<file path="config.mk">
export PLATFORM = sky130hd
export DESIGN_NAME = irqc_top
export DESIGN_NICKNAME = d
export VERILOG_FILES = /design/src/rtl/irqc_pkg.sv /design/src/rtl/irqc_sync.sv /design/src/rtl/irqc_sense.sv /design/src/rtl/irqc_regs.sv /design/src/rtl/irqc_route.sv /design/src/rtl/irqc_top.sv
export SDC_FILE = /design/constraint.sdc
export NUM_CORES = 1
export LEC_CHECK = 0
export BUFFER_PORTS_ARGS = -buffer_cell sky130_fd_sc_hd__buf_4
export CAP_MARGIN = 10
export CORE_MARGIN = 2
export CORE_UTILIZATION = 25
export CTS_CLUSTER_SIZE = 12
export DETAILED_ROUTE_END_ITERATION = 8
export HOLD_SLACK_MARGIN = 0.15
export MAX_ROUTING_LAYER = met4
export PLACE_DENSITY = 0.47
export SYNTH_ARGS = -nofsm -noshare
export SYNTH_HDL_FRONTEND = slang
export SYNTH_SLANG_ARGS = --single-unit
export TNS_END_PERCENT = 100
</file>
<file path="constraint.sdc">
create_clock -name clk -period 2.7 [get_ports clk]
set_input_delay 0.27 -clock clk [delete_from_list [all_inputs] [get_ports clk]]
set_output_delay 0.27 -clock clk [all_outputs]
set_load 0.02 [all_outputs]
</file>
<file path="src/rtl/irqc_pkg.sv">
`timescale 1ns/1ps
package irqc_pkg;
  localparam int IRQC_LINES = 16;
  localparam int IRQC_OUTS  = 4;

  typedef enum logic {
    SEL_BLOCK   = 1'b0,
    SEL_PENDING = 1'b1
  } irqc_sel_e;

  // group k occupies bits [k*16 +: 16]
  localparam logic [IRQC_OUTS*IRQC_LINES-1:0] IRQC_GROUPS =
    {16'h6386, 16'h1C00, 16'h0050, 16'h0028};

  // 1 = falling-edge sensed, 0 = active-low level
  localparam logic [IRQC_LINES-1:0] IRQC_EDGE_SEL = 16'h8000;

  localparam logic [IRQC_LINES-1:0] IRQC_BLOCK_RST = '1;
endpackage

</file>
<file path="src/rtl/irqc_sync.sv">
`timescale 1ns/1ps
module irqc_sync #(
  parameter int W      = 16,
  parameter int STAGES = 2
) (
  input  logic         clk,
  input  logic         rst_n,
  input  logic [W-1:0] async_n,
  output logic [W-1:0] sync_n
);
  logic [W-1:0] chain [STAGES];

  for (genvar s = 0; s < STAGES; s++) begin : g_stage
    if (s == 0) begin : g_first
      always_ff @(posedge clk or negedge rst_n) begin
        if (!rst_n) chain[s] <= '1;
        else        chain[s] <= async_n;
      end
    end else begin : g_next
      always_ff @(posedge clk or negedge rst_n) begin
        if (!rst_n) chain[s] <= '1;
        else        chain[s] <= chain[s-1];
      end
    end
  end

  assign sync_n = chain[STAGES-1];
endmodule

</file>
<file path="src/rtl/irqc_sense.sv">
`timescale 1ns/1ps
module irqc_sense #(
  parameter int           W        = 16,
  parameter logic [W-1:0] EDGE_SEL = '0
) (
  input  logic         clk,
  input  logic         rst_n,
  input  logic [W-1:0] sync_n,
  output logic [W-1:0] set_vec
);
  logic [W-1:0] prev_n;

  always_ff @(posedge clk or negedge rst_n) begin
    if (!rst_n) prev_n <= '1;
    else        prev_n <= sync_n;
  end

  for (genvar i = 0; i < W; i++) begin : g_line
    if (EDGE_SEL[i]) begin : g_edge
      assign set_vec[i] = prev_n[i] & ~sync_n[i];
    end else begin : g_level
      assign set_vec[i] = ~sync_n[i];
    end
  end
endmodule

</file>
<file path="src/rtl/irqc_regs.sv">
`timescale 1ns/1ps
module irqc_regs
  import irqc_pkg::*;
#(
  parameter int W = 16
) (
  input  logic         clk,
  input  logic         rst_n,
  input  logic         wr_en,
  input  logic         rd_en,
  input  irqc_sel_e    sel,
  input  logic [W-1:0] wdata,
  input  logic [W-1:0] set_vec,
  output logic [W-1:0] block_q,
  output logic [W-1:0] pend_q,
  output logic [W-1:0] rdata
);
  logic wr_block, wr_pend;
  logic [W-1:0] pend_keep;

  assign wr_block  = wr_en && (sel == SEL_BLOCK);
  assign wr_pend   = wr_en && (sel == SEL_PENDING);
  assign pend_keep = wr_pend ? (pend_q & wdata) : pend_q;

  always_ff @(posedge clk or negedge rst_n) begin
    if (!rst_n)        block_q <= IRQC_BLOCK_RST[W-1:0];
    else if (wr_block) block_q <= wdata;
  end

  // a new request in the same cycle as a clear wins
  always_ff @(posedge clk or negedge rst_n) begin
    if (!rst_n) pend_q <= '0;
    else        pend_q <= pend_keep | set_vec;
  end

  always_ff @(posedge clk or negedge rst_n) begin
    if (!rst_n)     rdata <= '0;
    else if (rd_en) rdata <= (sel == SEL_BLOCK) ? block_q : pend_q;
  end
endmodule

</file>
<file path="src/rtl/irqc_route.sv">
`timescale 1ns/1ps
module irqc_route #(
  parameter int                   W      = 16,
  parameter int                   N_OUT  = 4,
  parameter logic [N_OUT*W-1:0]   GROUPS = '0
) (
  input  logic [W-1:0]     pend_q,
  input  logic [W-1:0]     block_q,
  output logic [N_OUT-1:0] irq_out
);
  logic [W-1:0] live;
  assign live = pend_q & ~block_q;

  for (genvar k = 0; k < N_OUT; k++) begin : g_out
    assign irq_out[k] = |(GROUPS[k*W +: W] & live);
  end
endmodule

</file>
<file path="src/rtl/irqc_top.sv">
`timescale 1ns/1ps
module irqc_top
  import irqc_pkg::*;
#(
  parameter int                      N_IN        = IRQC_LINES,
  parameter int                      N_OUT       = IRQC_OUTS,
  parameter int                      SYNC_STAGES = 2,
  parameter logic [N_OUT*N_IN-1:0]   GROUPS      = IRQC_GROUPS,
  parameter logic [N_IN-1:0]         EDGE_SEL    = IRQC_EDGE_SEL
) (
  input  logic             clk,
  input  logic             rst_n,
  input  logic [N_IN-1:0]  irq_n_in,
  input  logic             bus_wr_en,
  input  logic             bus_rd_en,
  input  logic             bus_addr,
  input  logic [N_IN-1:0]  bus_wdata,
  output logic [N_IN-1:0]  bus_rdata,
  output logic [N_OUT-1:0] irq_out
);
  logic [N_IN-1:0] sync_n;
  logic [N_IN-1:0] set_vec;
  logic [N_IN-1:0] block_q;
  logic [N_IN-1:0] pend_q;
  irqc_sel_e       sel;

  assign sel = irqc_sel_e'(bus_addr);

  irqc_sync #(.W(N_IN), .STAGES(SYNC_STAGES)) u_sync (
    .clk(clk), .rst_n(rst_n), .async_n(irq_n_in), .sync_n(sync_n)
  );

  irqc_sense #(.W(N_IN), .EDGE_SEL(EDGE_SEL)) u_sense (
    .clk(clk), .rst_n(rst_n), .sync_n(sync_n), .set_vec(set_vec)
  );

  irqc_regs #(.W(N_IN)) u_regs (
    .clk(clk), .rst_n(rst_n), .wr_en(bus_wr_en), .rd_en(bus_rd_en),
    .sel(sel), .wdata(bus_wdata), .set_vec(set_vec),
    .block_q(block_q), .pend_q(pend_q), .rdata(bus_rdata)
  );

  irqc_route #(.W(N_IN), .N_OUT(N_OUT), .GROUPS(GROUPS)) u_route (
    .pend_q(pend_q), .block_q(block_q), .irq_out(irq_out)
  );
endmodule

</file>
After elaboration in Yosys (flattened, before gate mapping)

Index checks and enable logic that the tools add are counted.

Register bits: 96
Input bits: 37
Output and inout bits: 20
Logic and storage cells: 36

Muxes and demuxes: 2
Bitwise operators: 22
Reductions and logical operators: 6

Operators by type and width:

| kind               | count |
|---|---|
| 16-bit 2-to-1 mux  | 2 |
| 1-bit NOT          | 17 |
| 16-bit bitwise AND | 1 |
| 16-bit OR          | 1 |
| 15-bit bitwise AND | 1 |
| 15-bit NOT         | 1 |
| 7-bit OR reduction | 1 |
| 2-bit OR reduction | 2 |
| 3-bit OR reduction | 1 |
| 1-bit logical AND  | 2 |
| 1-bit bitwise AND  | 1 |

Longest topological paths before layout

Word-level depth: 3
Depth in mapped cells: 5

Modules after synthesis

Synthesis repeated with hierarchy kept, for this count alone.

Cells, all modules: 241
Area, all modules: 3228.1 sq um

By module, submodules not included:

| module     | instances | cells each | area an instance (sq um) |
|---|---|---|---|
| irqc_regs  | 1         | 156        | 2065.7 |
| irqc_sync  | 1         | 48         | 960.9 |
| irqc_route | 1         | 20         | 105.1 |
| irqc_sense | 1         | 17         | 96.3 |

Worst setup path after synthesis

OpenSTA, ideal clock, no wires.

Path kind: register -> output
Start: register u_regs.block_q[9]
End: output irq_out[3]
Arrival: 1.154 ns
Data required time: 2.430 ns
Setup slack: 1.276 ns
Cell stages (with the launch flop): 4
Cell sequence: dfstp_2 > inv_1 > a222oi_1 > o2111ai_1

Word-level cells in the longest chain between the ends: 3

Ends and longest elaborated chain:

| item                     | RTL line         | text |
|---|---|---|
| start: declaration       | irqc_regs.sv:14  | `output logic [W-1:0] block_q,` |
| start signal: assignment | irqc_regs.sv:26  | `if (!rst_n) block_q <= IRQC_BLOCK_RST[W-1:0];` |
| start signal: assignment | irqc_regs.sv:27  | `else if (wr_block) block_q <= wdata;` |
| 15-bit NOT               | irqc_route.sv:12 | `assign live = pend_q & ~block_q;` |
| 15-bit bitwise AND       | irqc_route.sv:12 |  |
| 7-bit OR reduction       | irqc_route.sv:15 | `assign irq_out[k] = \|(GROUPS[k*W +: W] & live);` |
| end: declaration         | irqc_top.sv:19   | `output logic [N_OUT-1:0] irq_out` |

No other way between the ends.

Final worst setup path

Ends and elaborated chain as after synthesis.

==> impl_metrics.ini <==
[clocking]
cts.sinks = 81
cts_max_level = 3
cts_tree = yes
root_buffer = clkbuf_16
clock_path_buffers = 2
clk_pin_slew_ns = 0.06
post_cts.repair.setup_buffers = 0
clk_latency_ns = 0.33
cts_buffers = 9

[pwr]
seq_power_share_pct = 46.5
p_switching_w = 0.0006788
p_sw_share_pct = 22.10
cellLeakagePower_nw = 1.744
pwr-share-comb_pct = 12.0
intPower_w = 0.002392
max-vdd-ir-drop_mv = 0.3107
powerDensity_nw_per_um2 = 771.4
total_power_w = 0.003071
clkPwrFrac_pct = 41.5

[synth]
synth_top_area_cell = dfstp_2
yosysWarnings = 0
synth.area.top_cells = dfstp_2, dfrtp_1, mux2i_1, mux2_4, o21ai_0
synthDistinctLibCells = 21
syn_nets = 245
netlist_area_um2 = 2929
synthCells = 208
synth.avg_cell_area_um2 = 14.08
async_flop_share_pct = 100.0
yosysSeqAreaShare_pct = 71.29
ys.flop_type = dfstp_2
synth-seq-cells = 81
synth-edff-count = 0
yosysTopAreaCellShare_pct = 43.96

[floorplan]
dieArea_um2 = 12600
num_io_pins = 57
die_width_um = 112.2
start_util_pct = 25.65
die_h_um = 112.2
rows = 39
core_region_area_um2 = 11420

[critical_path]
worstSetupPathType = reg -> out
slowest_stage = dfstp_2
r2r-end = u_regs.rdata[8]$_DFFE_PN0P_
path_max_fanout = 3
cp-start-kind = register
worstPathArrival_ns = 1.68
r2r_cells = 2
worst_setup_path_end_kind = primary output
r2r_start = u_regs.block_q[8]$_DFFE_PN1P_
path_cells = inv_1 > a222oi_1 > o2111ai_1 > buf_4
rrSetupSlack_ns = 1.84
required_ns = 2.43
cpPeakStageDelay_ns = 0.54

[timing]
finalSetupViolCount = 0
worst-slew-pin-transition_ns = 0.5895
setup_tns_ns = 0
timing.fmax_mhz = 512.4
finalCriticalPeriod_ns = 1.952
final_max_slew_viol_count = 0
finalCritPeriodShare_pct = 72.28
maxSlewHeadroom_pct = 60.60
rsz0062_at_grt = false
hold_viol_final = 0
skew_ns = 0.003321

[global_routing]
antenna_found_initial = 0
grt_use_total_pct = 10.01
overflow = 0
grt_pass1_wl_um = 9466
first_global_vias = 1838
grt_max_degree = 82

[place]
io_buffers = 56
gp_congestion = 0.6918
hpwl_um = 3548

[final_layout]
antenna_cells = 0
fin_nets = 323
area_delta_synth_final_pct = 35.92
drive_gt1_share_pct = 47.08

[drt]
first_pass_iters = 4
met1_length_um = 2665
vias = 1752
route.detailed.drc = 0
top_layer = met4
met3_length_um = 274
routedWlPerCell_um = 13.20
dr.first_iter.drc_count = 44
route.met2.wl_um = 2694
vias_per_cell = 4.037
ant_nets = 0
routed_wl_um = 5729

[outcome]
outcome = finished clean

[hold_path]
min_path_type = in -> reg
min-delay-start = bus_wdata[14]
holdPathStages = 2
hold_end = u_regs.block_q[14]$_DFFE_PN1P_

[job]
cap_viol_max_count = 0
==> layout by cell type (no fill, tap or decap), types with 2 or more instances in the layout <==
| cell type | instances |
|---|---|
| mux2_4 | 10 |
| clkbuf_16 | 9 |
| mux2i_1 | 16 |
| a21oi_1 | 16 |
| inv_1 | 13 |
| o21ai_0 | 17 |
| dfrtp_1 | 32 |
| nand2_1 | 16 |
| buf_4 | 57 |
| dlygate4sd3_1 | 17 |
| nor2_1 | 16 |
| clkbuf_1 | 3 |
| mux2_2 | 6 |
| bufinv_16 | 2 |
| nand2b_1 | 2 |
| o22ai_1 | 2 |
| dfstp_2 | 49 |
==> worst max-delay path by stage <==
stage                                              from                           to  cells past startpoint
after floorplan           u_regs.block_q[9]$_DFFE_PN1P_                   irq_out[3]                      3
after global placement    u_regs.block_q[9]$_DFFE_PN1P_                   irq_out[3]                      4
after detailed placement                       bus_addr  u_regs.pend_q[15]$_DFF_PN0_                      4
after CTS                 u_regs.block_q[9]$_DFFE_PN1P_                   irq_out[3]                      4
after global routing      u_regs.block_q[9]$_DFFE_PN1P_                   irq_out[3]                      4
final                     u_regs.block_q[9]$_DFFE_PN1P_                   irq_out[3]                      4
==> area by class of cell <==
type	instances	area, µm²
Fill cell	1164	7437
Sequential cell	81	2088
Multi-Input combinational cell	106	732.0
Timing Repair Buffer	75	618.1
Clock buffer	13	250.2
Tap cell	143	178.9
Clock inverter	3	65.06
Inverter	13	48.80
==> through the flow <==
stage	cell area [µm²]	hold WS (ns)	instances	utilization, %	setup WS [ns]
after floorplan	2929	-0.02559	208	-	1.276
after global placement	3496	0.3330	401	30.62	1.085
after detailed placement	3496	0.3359	401	30.62	1.036
after CTS	3981	0.1709	434	34.87	0.6932
after global routing	3981	0.1689	434	34.87	0.6640
final	3981	0.1837	434	34.87	0.7484
==> kinds of logic after synthesis <==
group	Yosys count	share of synthesized area [%]
DFF	81	71.29
buffers and inverters	21	3.716
muxes	32	12.90
AOI/OAI and AO/OA	39	7.262
and+or+nand+nor	35	4.827
==> synth_stat cells, types with 2 or more instances <==
cell type,instances
mux2_4,10
dfrtp_1,32
o22ai_1,2
nor2_1,16
inv_1,13
clkbuf_1,4
dfstp_2,49
buf_6,2
nand2b_1,2
mux2_2,6
a21oi_1,16
mux2i_1,16
o21ai_0,17
nand2_1,16
==> metal layers <==
metal / vias to the layer above / global-route usage (%)
met1: 846 / 12.63
met5: - / -
li1: 855 / -
met2: 42 / 14.82
met4: 0 / 3.902
met3: 9 / 3.510
==> worst max-delay path, delay by kind of cell, from the launching register on <==
family	cells	cell delay, ns
AOI/OAI and AO/OA	2	0.58
buffers and inverters	2	0.24
DFF	1	0.54
==> power groups by stage <==
stage	clock [W]	combinational (W)	sequential, W
after floorplan	0	0.000157	0.00147
after global placement	0	0.000355	0.00144
after detailed placement	0	0.000358	0.00145
after CTS	0.00132	0.000379	0.00143
after global routing	0.00138	0.000406	0.00144
final	0.00127	0.000370	0.00143
==> registers in the layout, indices dropped and copies added, names as in the netlist <==
register,flops
u_sync.sync_n,16
u_regs.rdata,16
u_regs.pend_q,16
u_sync.chain,16
u_regs.block_q,16
u_sense.prev_n,1
==> what timing repair did <==
item                                   CTS  global route
gates resized for setup                  0             0
endpoints found under the hold margin   48             0
hold buffers                            17             0
(Power assumes the default switching activity.)
